<file path="config.mk">
export PLATFORM = sky130hd
export DESIGN_NAME = pmtimer
export DESIGN_NICKNAME = d
export VERILOG_FILES = /design/src/rtl/pmt_pkg.sv /design/src/rtl/pmt_prescaler.sv /design/src/rtl/pmt_shadow.sv /design/src/rtl/pmt_counter.sv /design/src/rtl/pmtimer.sv
export SDC_FILE = /design/constraint.sdc
export NUM_CORES = 1
export LEC_CHECK = 0
export BUFFER_PORTS_ARGS = -buffer_cell sky130_fd_sc_hd__buf_4
export CAP_MARGIN = 20
export CORE_ASPECT_RATIO = 0.9
export CORE_MARGIN = 5
export CORE_UTILIZATION = 55
export DETAILED_ROUTE_END_ITERATION = 8
export GPL_ROUTABILITY_DRIVEN = 1
export PLACE_DENSITY = 0.82
export SLEW_MARGIN = 20
export SYNTH_ARGS = -nofsm -noshare
export SYNTH_HDL_FRONTEND = slang
export SYNTH_SLANG_ARGS = --single-unit
</file>
<file path="constraint.sdc">
create_clock -name clk -period 3.1 [get_ports clk]
set_input_delay 0.31 -clock clk [delete_from_list [all_inputs] [get_ports clk]]
set_output_delay 0.31 -clock clk [all_outputs]
set_load 0.05 [all_outputs]
</file>
<file path="src/rtl/pmt_pkg.sv">
package pmt_pkg;

    localparam int ADDR_W = 7;
    localparam int DATA_W = 32;
    localparam int PS_W   = 3;

    localparam logic [ADDR_W-1:0] OFS_CTRL  = 7'h00;
    localparam logic [ADDR_W-1:0] OFS_COUNT = 7'h04;
    localparam logic [ADDR_W-1:0] OFS_LIMIT = 7'h08;
    localparam logic [ADDR_W-1:0] OFS_START = 7'h4C;

    typedef enum logic [1:0] {
        CS_OFF  = 2'd0,
        CS_MAIN = 2'd1,
        CS_RSV2 = 2'd2,
        CS_RSV3 = 2'd3
    } csel_e;

    // Control word, bits 7:0
    typedef struct packed {
        logic            wrapf;
        logic            ie;
        logic            spare;
        csel_e           csel;
        logic [PS_W-1:0] ps;
    } ctrl_t;

    function automatic logic [DATA_W-1:0] ctrl_word(input ctrl_t c);
        return {{(DATA_W-8){1'b0}}, c.wrapf, c.ie, 1'b0, c.csel, c.ps};
    endfunction

endpackage

</file>
<file path="src/rtl/pmt_prescaler.sv">
module pmt_prescaler #(
    parameter int PS_W = 3
) (
    input  logic            clk,
    input  logic            rst,
    input  logic            run,
    input  logic [PS_W-1:0] ps,
    output logic            tick
);
    localparam int DIV_W = (1 << PS_W) - 1;

    logic [DIV_W-1:0] div_q;
    logic [DIV_W-1:0] lim;

    assign lim  = {DIV_W{1'b1}} >> (DIV_W - int'(ps));
    assign tick = run && (div_q == lim);

    always_ff @(posedge clk) begin
        if (rst || !run || tick) div_q <= '0;
        else                     div_q <= div_q + 1'b1;
    end

    p_div_clear_r10: assert property (@(posedge clk) disable iff (rst)
        !run |=> (div_q == '0));

    p_tick_gap_r3: assert property (@(posedge clk) disable iff (rst)
        (tick && ps != '0) |=> (!tick || ps == '0));

endmodule

</file>
<file path="src/rtl/pmt_shadow.sv">
module pmt_shadow #(
    parameter int           W       = 16,
    parameter logic [W-1:0] RST_VAL = '0
) (
    input  logic         clk,
    input  logic         rst,
    input  logic         wr,
    input  logic [W-1:0] wdata,
    input  logic         commit,
    output logic [W-1:0] active
);
    logic [W-1:0] hold_q;
    logic [W-1:0] act_q;

    always_ff @(posedge clk) begin
        if (rst) begin
            hold_q <= RST_VAL;
            act_q  <= RST_VAL;
        end else begin
            if (wr)     hold_q <= wdata;
            if (commit) act_q  <= hold_q;
        end
    end

    assign active = act_q;

    p_frozen_r6: assert property (@(posedge clk) disable iff (rst)
        !commit |=> $stable(act_q));

    p_commit_r6: assert property (@(posedge clk) disable iff (rst)
        commit |=> (act_q == $past(hold_q)));

endmodule

</file>
<file path="src/rtl/pmt_counter.sv">
module pmt_counter #(
    parameter int W = 16
) (
    input  logic         clk,
    input  logic         rst,
    input  logic         tick,
    input  logic         load,
    input  logic [W-1:0] limit,
    input  logic [W-1:0] start,
    output logic [W-1:0] cnt,
    output logic         wrap
);
    logic [W-1:0] cnt_q;
    logic         at_lim;

    assign at_lim = (cnt_q == limit);
    assign wrap   = tick && at_lim;
    assign cnt    = cnt_q;

    always_ff @(posedge clk) begin
        if (rst)       cnt_q <= '0;
        else if (load) cnt_q <= start;
        else if (tick) cnt_q <= at_lim ? start : cnt_q + W'(1);
    end

    p_hold_r2: assert property (@(posedge clk) disable iff (rst)
        (!tick && !load) |=> $stable(cnt_q));

    p_step_r3: assert property (@(posedge clk) disable iff (rst)
        (tick && !load && !at_lim) |=> (cnt_q == $past(cnt_q) + W'(1)));

    p_reload_r4: assert property (@(posedge clk) disable iff (rst)
        (tick && !load && at_lim) |=> (cnt_q == $past(start)));

    p_load_r5: assert property (@(posedge clk) disable iff (rst)
        load |=> (cnt_q == $past(start)));

endmodule

</file>
<file path="src/rtl/pmtimer.sv">
module pmtimer
    import pmt_pkg::*;
#(
    parameter int CNT_W = 16
) (
    input  logic              clk,
    input  logic              rst,
    input  logic [ADDR_W-1:0] bus_addr,
    input  logic [DATA_W-1:0] bus_wdata,
    input  logic              bus_we,
    output logic [DATA_W-1:0] bus_rdata,
    output logic              irq
);
    localparam int PAD_W = DATA_W - CNT_W;
    localparam int N_SH  = 2;   // 0: limit, 1: start

    ctrl_t            ctrl_q;
    logic             wr_ctrl, wr_count;
    logic [N_SH-1:0]  sh_wr;
    logic [CNT_W-1:0] sh_act [N_SH];
    logic             run, commit, tick, wrap;
    logic [CNT_W-1:0] cnt;
    logic             unused_bits;

    assign wr_ctrl  = bus_we && (bus_addr == OFS_CTRL);
    assign wr_count = bus_we && (bus_addr == OFS_COUNT);
    assign sh_wr[0] = bus_we && (bus_addr == OFS_LIMIT);
    assign sh_wr[1] = bus_we && (bus_addr == OFS_START);
    assign run      = (ctrl_q.csel == CS_MAIN);
    assign commit   = (ctrl_q.csel == CS_OFF);
    assign unused_bits = ^{bus_wdata[DATA_W-1:CNT_W], bus_wdata[5]};

    for (genvar g = 0; g < N_SH; g++) begin : g_shadow
        pmt_shadow #(
            .W       (CNT_W),
            .RST_VAL ((g == 0) ? {CNT_W{1'b1}} : {CNT_W{1'b0}})
        ) u_sh (
            .clk    (clk),
            .rst    (rst),
            .wr     (sh_wr[g]),
            .wdata  (bus_wdata[CNT_W-1:0]),
            .commit (commit),
            .active (sh_act[g])
        );
    end

    pmt_prescaler #(.PS_W(PS_W)) u_pre (
        .clk  (clk),
        .rst  (rst),
        .run  (run),
        .ps   (ctrl_q.ps),
        .tick (tick)
    );

    pmt_counter #(.W(CNT_W)) u_cnt (
        .clk   (clk),
        .rst   (rst),
        .tick  (tick),
        .load  (wr_count),
        .limit (sh_act[0]),
        .start (sh_act[1]),
        .cnt   (cnt),
        .wrap  (wrap)
    );

    always_ff @(posedge clk) begin
        if (rst) begin
            ctrl_q <= '0;
        end else if (wr_ctrl) begin
            ctrl_q.ps    <= bus_wdata[PS_W-1:0];
            ctrl_q.csel  <= csel_e'(bus_wdata[4:3]);
            ctrl_q.ie    <= bus_wdata[6];
            ctrl_q.wrapf <= (ctrl_q.wrapf & bus_wdata[7]) | wrap;
        end else if (wrap) begin
            ctrl_q.wrapf <= 1'b1;
        end
    end

    always_comb begin
        case (bus_addr)
            OFS_CTRL:  bus_rdata = ctrl_word(ctrl_q);
            OFS_COUNT: bus_rdata = {{PAD_W{1'b0}}, cnt};
            OFS_LIMIT: bus_rdata = {{PAD_W{1'b0}}, sh_act[0]};
            OFS_START: bus_rdata = {{PAD_W{1'b0}}, sh_act[1]};
            default:   bus_rdata = '0;
        endcase
    end

    assign irq = ctrl_q.wrapf & ctrl_q.ie;

    p_reset_r1: assert property (@(posedge clk) disable iff (rst)
        $past(rst) |-> (cnt == '0 && ctrl_q == '0 && sh_act[0] == '1
                        && sh_act[1] == '0 && !irq));

    p_flag_sticky_r7: assert property (@(posedge clk) disable iff (rst)
        (ctrl_q.wrapf && !wr_ctrl) |=> ctrl_q.wrapf);

    p_irq_hold_r8: assert property (@(posedge clk) disable iff (rst)
        (irq && !wr_ctrl) |=> irq);

endmodule

</file>
# Word-level counts from Yosys, hierarchy flattened
# Index checks and enable logic that the tools add are counted.
# word_totals
word_cells	42
output_inout_bits	33
in_bits	42
register_bits	94
# op_classes
n_eq_ne	6
bitwise	3
shifts	1
n_mux	6
n_reduce_logical	13
n_addsub	3
# ops
op	count
case mux 16 bit (4 select lines)	1
two-way mux 16 bit	3
>> shifter 7 x 32 -> 7 bit (first input constant)	1
adder 16 x 1 -> 16 bit (second input constant)	1
equality test 16 bit	1
adder 7 x 1 -> 7 bit (second input constant)	1
equality test 7 x 3 -> 1 bit (second input constant)	1
equality test 7 x 4 -> 1 bit (second input constant)	1
equality test 7 bit	1
equality test 7 bit (second input constant)	1
logical NOT 7 bit	1
logical AND 1 bit	6
nonzero test 2 bit	2
subtractor 3 x 3 -> 4 bit (first input constant)	1
bitwise AND 1 bit	2
equality test 2 x 1 -> 1 bit (second input constant)	1
logical NOT 2 bit	1
logical OR 1 bit	2
two-way mux 1 bit	2
logical NOT 1 bit	1
bitwise OR 1 bit	1

# Longest topological paths before layout
# Gate-level depths: netlist (run 1).
# depth
depth_word	7
depth_mapped	9
ltp_nobuf	7

# Cells and area by module
# From an unflattened synthesis (run 1), not the netlist that was laid out.
# unflattened
cells_unflattened	555
area_unflattened_um2	5202.5
# modules_own_cells
mod	instances	area_each_um2	seq_area_each_um2	cells_each
pmt_counter	1	1435.1	320.3	178
pmt_shadow (g_shadow[0].u_sh)	1	1194.9	640.6	105
pmt_shadow (g_shadow[1].u_sh)	1	1157.4	640.6	103
pmtimer	1	939.7	140.1	110
pmt_prescaler	1	475.5	140.1	59

# Least setup slack after synthesis (run 1)
# Ideal clock, no wire load.
# synth_timing
kind	input port to output port
from	in bus_addr[1]
to	out bus_rdata[0]
slack_ns	0.894
arrival_ns	1.896
t_required_ns	2.790
n_path_buf	2
path_stages	6
cell_sequence	nor4_2 -> and3_1 -> clkbuf_1 -> clkbuf_1 -> a22oi_1 -> nand2_1
# synth_via
elab_chain_len	2
elab_cells_between_ends	5
classes_between	eq/ne (3); mux (1); reduce/logical (1)
# synth_rtl
item	line	text
from (decl)	pmtimer.sv:8	input logic [ADDR_W-1:0] bus_addr,
equality test 7 bit (tied with other cells)	pmtimer.sv:80	case (bus_addr)
case mux 16 bit (4 select lines) (*)	pmtimer.sv:80	
to (decl)	pmtimer.sv:11	output logic [DATA_W-1:0] bus_rdata,
# Mark *: on every way between the ends. The rest lies on a longest branch, timed or not.

# Worst setup path in the final report (run 1)
# layout_timing
from	reg u_cnt.cnt_q[10] (netlist: u_cnt.cnt[10])
to	reg u_cnt.cnt_q[5] (netlist: u_cnt.cnt[5])
# layout_via
elab_chain_len	4
# layout_rtl
item	line	text
from (decl)	pmt_counter.sv:13	logic [W-1:0] cnt_q;
from (signal assigned)	pmt_counter.sv:22	else if (load) cnt_q <= start;
from (signal assigned)	pmt_counter.sv:23	else if (tick) cnt_q <= at_lim ? start : cnt_q + W'(1);
equality test 16 bit	pmt_counter.sv:16	assign at_lim = (cnt_q == limit);
two-way mux 16 bit (2 in series)	pmt_counter.sv:23	
two-way mux 16 bit	pmt_counter.sv:22	
# No other way between the ends. The select of a mux whose other input is x is not followed.
# A chain may end at the register's enable or synchronous reset.

==> results of run 1 <==
-- how the worst max path moves through the flow --
| stage | to | depth (start not counted) | startpoint |
|---|---|---|---|
| after global routing | bus_rdata[13] | 8 | bus_addr[1] |
| after detailed placement | bus_rdata[11] | 8 | bus_addr[1] |
| after floorplan | bus_rdata[0] | 6 | bus_addr[1] |
| after CTS | bus_rdata[11] | 8 | bus_addr[1] |
| after global placement | bus_rdata[11] | 8 | bus_addr[1] |
| final | u_cnt.cnt[5] | 6 | u_cnt.cnt[10] |
-- synthesized netlist by cell type (13+ instances only) --
cell	count
sky130_fd_sc_hd__a21oi_1	40
sky130_fd_sc_hd__a22oi_1	15
sky130_fd_sc_hd__a31oi_1	13
sky130_fd_sc_hd__buf_2	14
sky130_fd_sc_hd__buf_4	18
sky130_fd_sc_hd__clkbuf_1	29
sky130_fd_sc_hd__dfxtp_1	94
sky130_fd_sc_hd__nand2_1	148
sky130_fd_sc_hd__nand3_1	80
sky130_fd_sc_hd__nor2_1	15
sky130_fd_sc_hd__xor2_1	21
-- metal layers --
layer / routed length (um) / share of wire
met5: 0 / 0
met4: 225 / 0.018
met3: 1299 / 0.10
met2: 5781 / 0.46
met1: 5189 / 0.42
-- stage by stage --
stage               instance area, um^2  hold WS (ns)  cells  power [uW]
floorplan                          4895        0.4321    627        1371
global placement                   5072        0.4368    732        1398
detailed placement                 5072        0.4429    732        1402
CTS                                5284        0.1686    748        2258
global route                       5284        0.1676    748        2329
finish                             5284        0.1724    748        2255
-- report_power, final --
group,switching [uW],internal [uW],leakage (uW)
clock network,487,392,0.000108
registers,14.2,1220,0.000759
logic,107,40.2,0.00123
-- logic make-up after synthesis --
kind of cell    Yosys count  share of synthesized area
other cells               1                  0.0007751
xor+xnor                 24                    0.04345
compound gates          108                     0.1559
simple gates            301                     0.3116
buf+inv                  78                    0.08585
fa+ha+maj                 2                   0.005171
flops                    94                     0.3889
mux                       4                   0.008275
-- area by class of cell --
cell class / count / area, um^2
Tap cell: 119 / 148.9
Inverter: 12 / 45.04
Clock buffer: 9 / 123.9
Fill cell: 775 / 3284
Multi-Input combinational cell: 455 / 2606
Sequential cell: 94 / 1882
Clock inverter: 7 / 87.58
Timing Repair Buffer: 52 / 390.4
-- sequential cells by signal (all words and copies together), names as in the netlist --
signal / count
g_shadow.u_sh.hold_q: 32
ctrl_q: 7
u_pre.div_q: 7
g_shadow.u_sh.active: 32
u_cnt.cnt: 16
-- worst reg2reg max path: stages, from the launching register on --
cell and delay [ns]:
sky130_fd_sc_hd__dfxtp_1 0.55, sky130_fd_sc_hd__xor2_1 0.21, sky130_fd_sc_hd__nor4_4 0.32, sky130_fd_sc_hd__and4_1 0.71
sky130_fd_sc_hd__nor2_4 0.19, sky130_fd_sc_hd__a32oi_1 0.31, sky130_fd_sc_hd__a31oi_1 0.12
==> implementation parameters, run 1 <==
Parameter                              Value

GRT
  Busiest layer in global routing ... met2
  First-pass GRT wire length ... around 21,000 um
  Initial antenna violation count ... 0
  Overall overflow remaining after global route ... 0
  Via count of the first global-routing pass ... 4,177
  Met3 global-route usage ... 0.04388
  Overall fraction of global-route tracks in use ... 0.2396
  Met2 usage ... 0.3664
  Met1 usage ... 0.3432
  Maximum number of pins on one net before global-route repair ... 55

Cells and area
  Highest-count cells in the layout ignoring fill and taps ... sky130_fd_sc_hd__nand2_1, sky130_fd_sc_hd__dfxtp_1, sky130_fd_sc_hd__nand3_1
  Total inserted antenna cells ... 0
  Area growth, synth to finish ... 9.206%
  Number of nets in the layout ... about 670
  Utilization of the core after routing ... 0.6167
  Layout cell share with drive strength beyond 1 ... 0.1447
  Commonest non-fill, non-tap cell in the layout ... sky130_fd_sc_hd__nand2_1

Synthesis
  Area leader, netlist ... sky130_fd_sc_hd__dfxtp_1
  Synth top area share ... 0.3889
  Syn. warnings ... 0
  Predominant post-synthesis flop cell ... sky130_fd_sc_hd__dfxtp_1
  Post-Synthesis Cell Area ... between 4000 and 5000 um^2
  Count of mapped cells out of synthesis ... around 610
  Async S/R FF share, synth ... 0
  Distinct cells, synth ... 56
  Post-synthesis sequential area ratio ... 0.3889
  Mean area per synthesized cell ... between 7 and 8 um^2
  Cells taking the most area after synthesis ... sky130_fd_sc_hd__dfxtp_1, sky130_fd_sc_hd__nand2_1, sky130_fd_sc_hd__nand3_1, sky130_fd_sc_hd__a21oi_1, sky130_fd_sc_hd__xor2_1
  Flip-flop and latch count after synthesis ... 94
  Number of enable-type register cells in the synthesized netlist ... 0

Timing
  Endpoints failing setup ... 0
  Worst Clk Skew ... between 0.015 and 0.02 ns
  Number of hold-slack violations in the final timing report ... 0
  Fmax achieved ... roughly 0.39 GHz
  Post-route minimum period ... between 2 and 3 ns
  Unrepaired setup endpoints after global routing ... no
  Setup slack after layout ... 0.5610 ns
  Actual slew at the worst max-slew pin ... between 0.6 and 0.7 ns
  Worst slew slack as a fraction of its limit ... 0.5361
  Setup TNS ... 0 ns
  Max Slew Vio Count ... 0
  Fraction of the cycle the final worst path needs ... 0.8190

Worst setup path
  Reg-to-reg setup timing slack ... roughly 0.56 ns
  Critical path launch point type ... register
  Critical register-to-register path startpoint ... u_cnt.cnt[10]
  Highest cell delay on the worst timing path ... just over 0.7 ns
  CP max stage cell ... sky130_fd_sc_hd__and4_1
  Cell chain of the critical path ... xor2_1, nor4_4, and4_1, nor2_4, a32oi_1, a31oi_1
  CP Data Required Time ... 3.34 ns
  Crit Path Class ... reg2reg
  Cell depth of the worst flop-to-flop path ... 6
  Capturing point of the worst reg2reg path ... u_cnt.cnt[5]
  Critical path endpoint category ... register
  Top delay family on crit path ... simple AND/OR/NAND/NOR gates
  Number of buffer and inverter stages on the critical path ... 0
  Critical path fanouts, max ... 15
  Arrival time of data at the critical path endpoint ... 2.78 ns

Clocking
  Total number of H-tree levels ... 3
  CTS Sinks ... 94
  Clock Latency Late Sink ... ~0.37 ns
  Clock-pin slew on the worst setup and hold paths ... between 0.1 and 0.15 ns
  Post-CTS Hold Fix Bufs ... 0
  Root cell of the clock tree ... sky130_fd_sc_hd__clkbuf_8
  Maximum count of clock buffers along a single path ... 2
  Clock tree from TritonCTS ... done
  Post-cts resize count ... 0
  Number of buffers added by the clock tree synthesis step ... 9
  Total setup buffers inserted after CTS ... 0

Hold path
  Class of the tightest hold or removal check ... in2reg
  Launch point of the worst hold path ... bus_wdata[10]
  Worst hold path cell count ... 3
  Worst-case hold path end point ... g_shadow[0].u_sh.hold_q[10]

Placed design
  Pre-CTS setup slack ... approximately 0.6 ns
  Final GP Congestion ... approximately 0.83
  Number of port buffers ... 42
  HPWL after detailed placement ... around 8400 um

Drt
  Per-cell routed wire length ... about 17 um
  Number of detailed-routing iterations run before antenna repair ... 6
  Detail Route Antenna Nets ... 0
  DR iter-0 viols ... 484
  DR DRC count ... 0
  Via count ... between 4,000 and 5,000
  Sum of routed wire length over all layers ... around 12,000 um
  Average vias per placed instance ... 5.980

Outcome
  Status ... finished, final reports clean

Floorplan
  Row Count ... 32
  Horiz. Die Dim ... approximately 110 um
  Total Die Area ... 10,780 um^2
  Boundary pin count ... 75
  Core Region ... around 8600 um^2
  Die extent in y ... about 100 um
  Initial standard-cell utilization of the core ... 0.5647

Pwr
  Leakage power of the design ... 0.002097 uW
  Worst vdd rail ir drop ... slightly above 0.3 mV
  Power density over the cells ... ~430 nW/um^2

Run
  Number of maximum-capacitance constraint violations ... 0
(Power assumes the default switching activity.)
==> run 2: changes to the inputs <==
CORE_UTILIZATION = 51   (was 55)
PLACE_DENSITY = 0.8   (was 0.82)
clock period = 2.2 ns   (was 3.1 ns; I/O delays follow)
==> implementation parameters, run 2 (synthesis gave the netlist of run 1 again) <==
Parameter                              Value

Cells and area
  Utilization of the core after routing ... 0.5941 (was 0.6167)
  Final standard cell area without fillers ... 5470 um^2 (was 5284 um^2)
  Area growth, synth to finish ... 13.06% (was 9.206%)
  Layout cell share with drive strength beyond 1 ... 0.1800 (was 0.1447)
  Number of nets in the layout ... 689 (was 668)
  Fill cell instance count of the final layout ... 808 (was 775)
  Total inserted antenna cells ... 0 (unchanged)
  Commonest non-fill, non-tap cell in the layout ... sky130_fd_sc_hd__nand2_1 (unchanged)
  Area of the multi-input gates ... 2611 um^2 (was 2606 um^2)
  Highest-count cells in the layout ignoring fill and taps ... sky130_fd_sc_hd__nand2_1, sky130_fd_sc_hd__dfxtp_1, sky130_fd_sc_hd__nand3_1 (unchanged)
  Sequential cell area ... 1886 um^2 (was 1882 um^2)

Worst setup path
  CP Data Required Time ... 2.48 ns (was 3.34 ns)
  Critical path fanouts, max ... 8 (was 15)
  Critical path launch point type ... register (unchanged)
  Critical register-to-register path startpoint ... u_cnt.cnt[5] (was u_cnt.cnt[10])
  Arrival time of data at the critical path endpoint ... 2.37 ns (was 2.78 ns)
  Critical path endpoint category ... register (unchanged)
  Source of the critical timing path ... u_cnt.cnt[5] (was u_cnt.cnt[10])
  Crit Path Class ... reg2reg (unchanged)

Timing
  Fraction of the cycle the final worst path needs ... 0.9513 (was 0.8190)
  Number of hold-slack violations in the final timing report ... 0 (unchanged)
  Worst Clk Skew ... 0.01487 ns (was 0.01511 ns)
  Post-route minimum period ... 2.093 ns (was 2.539 ns)
  Endpoints failing setup ... 0 (unchanged)
  Max Slew Vio Count ... 0 (unchanged)
  Actual slew at the worst max-slew pin ... 0.6081 ns (was 0.6959 ns)
  Worst slew slack as a fraction of its limit ... 0.5946 (was 0.5361)
  Fmax achieved ... 0.4778 GHz (was 0.3939 GHz)
  Unrepaired setup endpoints after global routing ... no (unchanged)

Drt
  DR DRC count ... 0 (unchanged)
  Per-cell routed wire length ... 17.00 um (was 16.70 um)
  Average vias per placed instance ... 5.946 (was 5.980)
  Number of detailed-routing iterations run before antenna repair ... 8 (was 6)
  Detail Route Antenna Nets ... 0 (unchanged)
  Via count ... 4,590 (was 4,473)
  Sum of routed wire length over all layers ... 13,120 um (was 12,500 um)
  DR iter-0 viols ... 499 (was 484)

Placed design
  Final GP Congestion ... 0.9241 (was 0.8349)
  HPWL after detailed placement ... 9188 um (was 8442 um)
  Cell area reported after detailed placement ... 5271 um^2 (was 5072 um^2)
  Number of port buffers ... 42 (unchanged)

Pwr
  Leakage power of the design ... 0.002209 uW (was 0.002097 uW)
  Power density over the cells ... 561.5 nW/um^2 (was 426.8 nW/um^2)
  Worst vdd rail ir drop ... 0.5009 mV (was 0.3060 mV)

Hold path
  Class of the tightest hold or removal check ... in2reg (unchanged)
  Launch point of the worst hold path ... bus_wdata[8] (was bus_wdata[10])

GRT
  Overall fraction of global-route tracks in use ... 0.2259 (was 0.2396)
  Overall overflow remaining after global route ... 0 (unchanged)
  First-pass GRT wire length ... 21,290 um (was 20,820 um)
  Via count of the first global-routing pass ... 4,353 (was 4,177)
  Maximum number of pins on one net before global-route repair ... 55 (unchanged)
  Initial antenna violation count ... 0 (unchanged)

Floorplan
  Horiz. Die Dim ... 112.7 um (was 108.9 um)
  Total Die Area ... 11,540 um^2 (was 10,780 um^2)
  Core Region ... 9208 um^2 (was 8568 um^2)
  Row Count ... 33 (was 32)
  Initial standard-cell utilization of the core ... 0.5255 (was 0.5647)
  Boundary pin count ... 75 (unchanged)
  Die extent in y ... 102.4 um (was 98.98 um)

Clocking
  Clock Latency Late Sink ... 0.37 ns (about the same)
  Clock tree from TritonCTS ... done (unchanged)
  Post-CTS Hold Fix Bufs ... 0 (unchanged)
  Root cell of the clock tree ... sky130_fd_sc_hd__clkbuf_8 (unchanged)
  CTS Sinks ... 94 (unchanged)
  Maximum count of clock buffers along a single path ... 2 (unchanged)
  Total number of H-tree levels ... 3 (unchanged)
  Number of buffers added by the clock tree synthesis step ... 9 (unchanged)
  Clock-pin slew on the worst setup and hold paths ... 0.10 ns (was 0.11 ns)

Outcome
  Status ... finished, final reports clean (unchanged)

Run
  Number of maximum-capacitance constraint violations ... 0 (unchanged)
==> run 2: cell types whose count changed in the layout (fill, tap and decap cells not counted), moves of 2 or more <==
| cell | previous run | this run |
|---|---|---|
| sky130_fd_sc_hd__dfxtp_1 | 94 | 91 |
| sky130_fd_sc_hd__buf_4 | 52 | 70 |
| sky130_fd_sc_hd__buf_12 | 0 | 3 |
| sky130_fd_sc_hd__clkinv_4 | 3 | 1 |
| sky130_fd_sc_hd__dfxtp_2 | 0 | 3 |
==> run 2: what timing repair did <==
item | in CTS | in global routing
resized for setup | 1 | 6
setup endpoints to repair | 1 | 13
buffers inserted | 0 | 0
cloned | 0 | 0
pin swaps | 0 | 1
==> run 2: worst max-delay path, stage by stage (launching register included) <==
cell,delay [ns]
sky130_fd_sc_hd__dfxtp_1,0.45
sky130_fd_sc_hd__xor2_1,0.14
sky130_fd_sc_hd__nor4_4,0.41
sky130_fd_sc_hd__and4_4,0.36
sky130_fd_sc_hd__buf_4,0.18
sky130_fd_sc_hd__and2_1,0.14
sky130_fd_sc_hd__o21ai_0,0.08
sky130_fd_sc_hd__a31oi_1,0.25
==> run 2: worst paths after layout <==
check,end,slack (ns),depth (start not counted)
setup / recovery,u_cnt.cnt[9],0.11,7
hold / removal,g_shadow[0].u_sh.hold_q[8],0.09,3
setup reg to reg,u_cnt.cnt[9],0.11,7
hold reg to reg,g_shadow[1].u_sh.active[10],0.45,2
==> run 2: power by group <==
part / switching (uW) / internal, uW
sequential: 11.8 / 1710
clock: 683 / 437
combinational: 162 / 65.7
==> run 2: layer usage <==
metal  track usage  share of wire  vias up
met5             0              0        -
met4       0.09057          0.028        0
met3       0.04737          0.081       43
met2        0.3834           0.47      227
met1        0.2828           0.42     2141
li1              -              -     2179
==> run 2: metrics by stage <==
stage               hold WS, ns  instances  setup TNS (ns)  setup WS (ns)  power, uW
floorplan                0.3560        627               0         0.1736       1932
global placement         0.4370        756               0        0.09873       1982
detailed placement       0.4463        756         -0.3999       -0.04634       1986
CTS                     0.07733        772               0        0.02915       3077
global route            0.08005        772               0        0.01910       3173
finish                  0.08721        772               0         0.1071       3072
==> run 2: final cells by class <==
class / instances / area share
multi-input combinational: 455 / 0.4774
sequential: 94 / 0.3447
timing repair buffer: 73 / 0.1070
tap: 122 / 0.02790
clock buffer: 9 / 0.02264
clock inverter: 7 / 0.01212
inverter: 12 / 0.008234
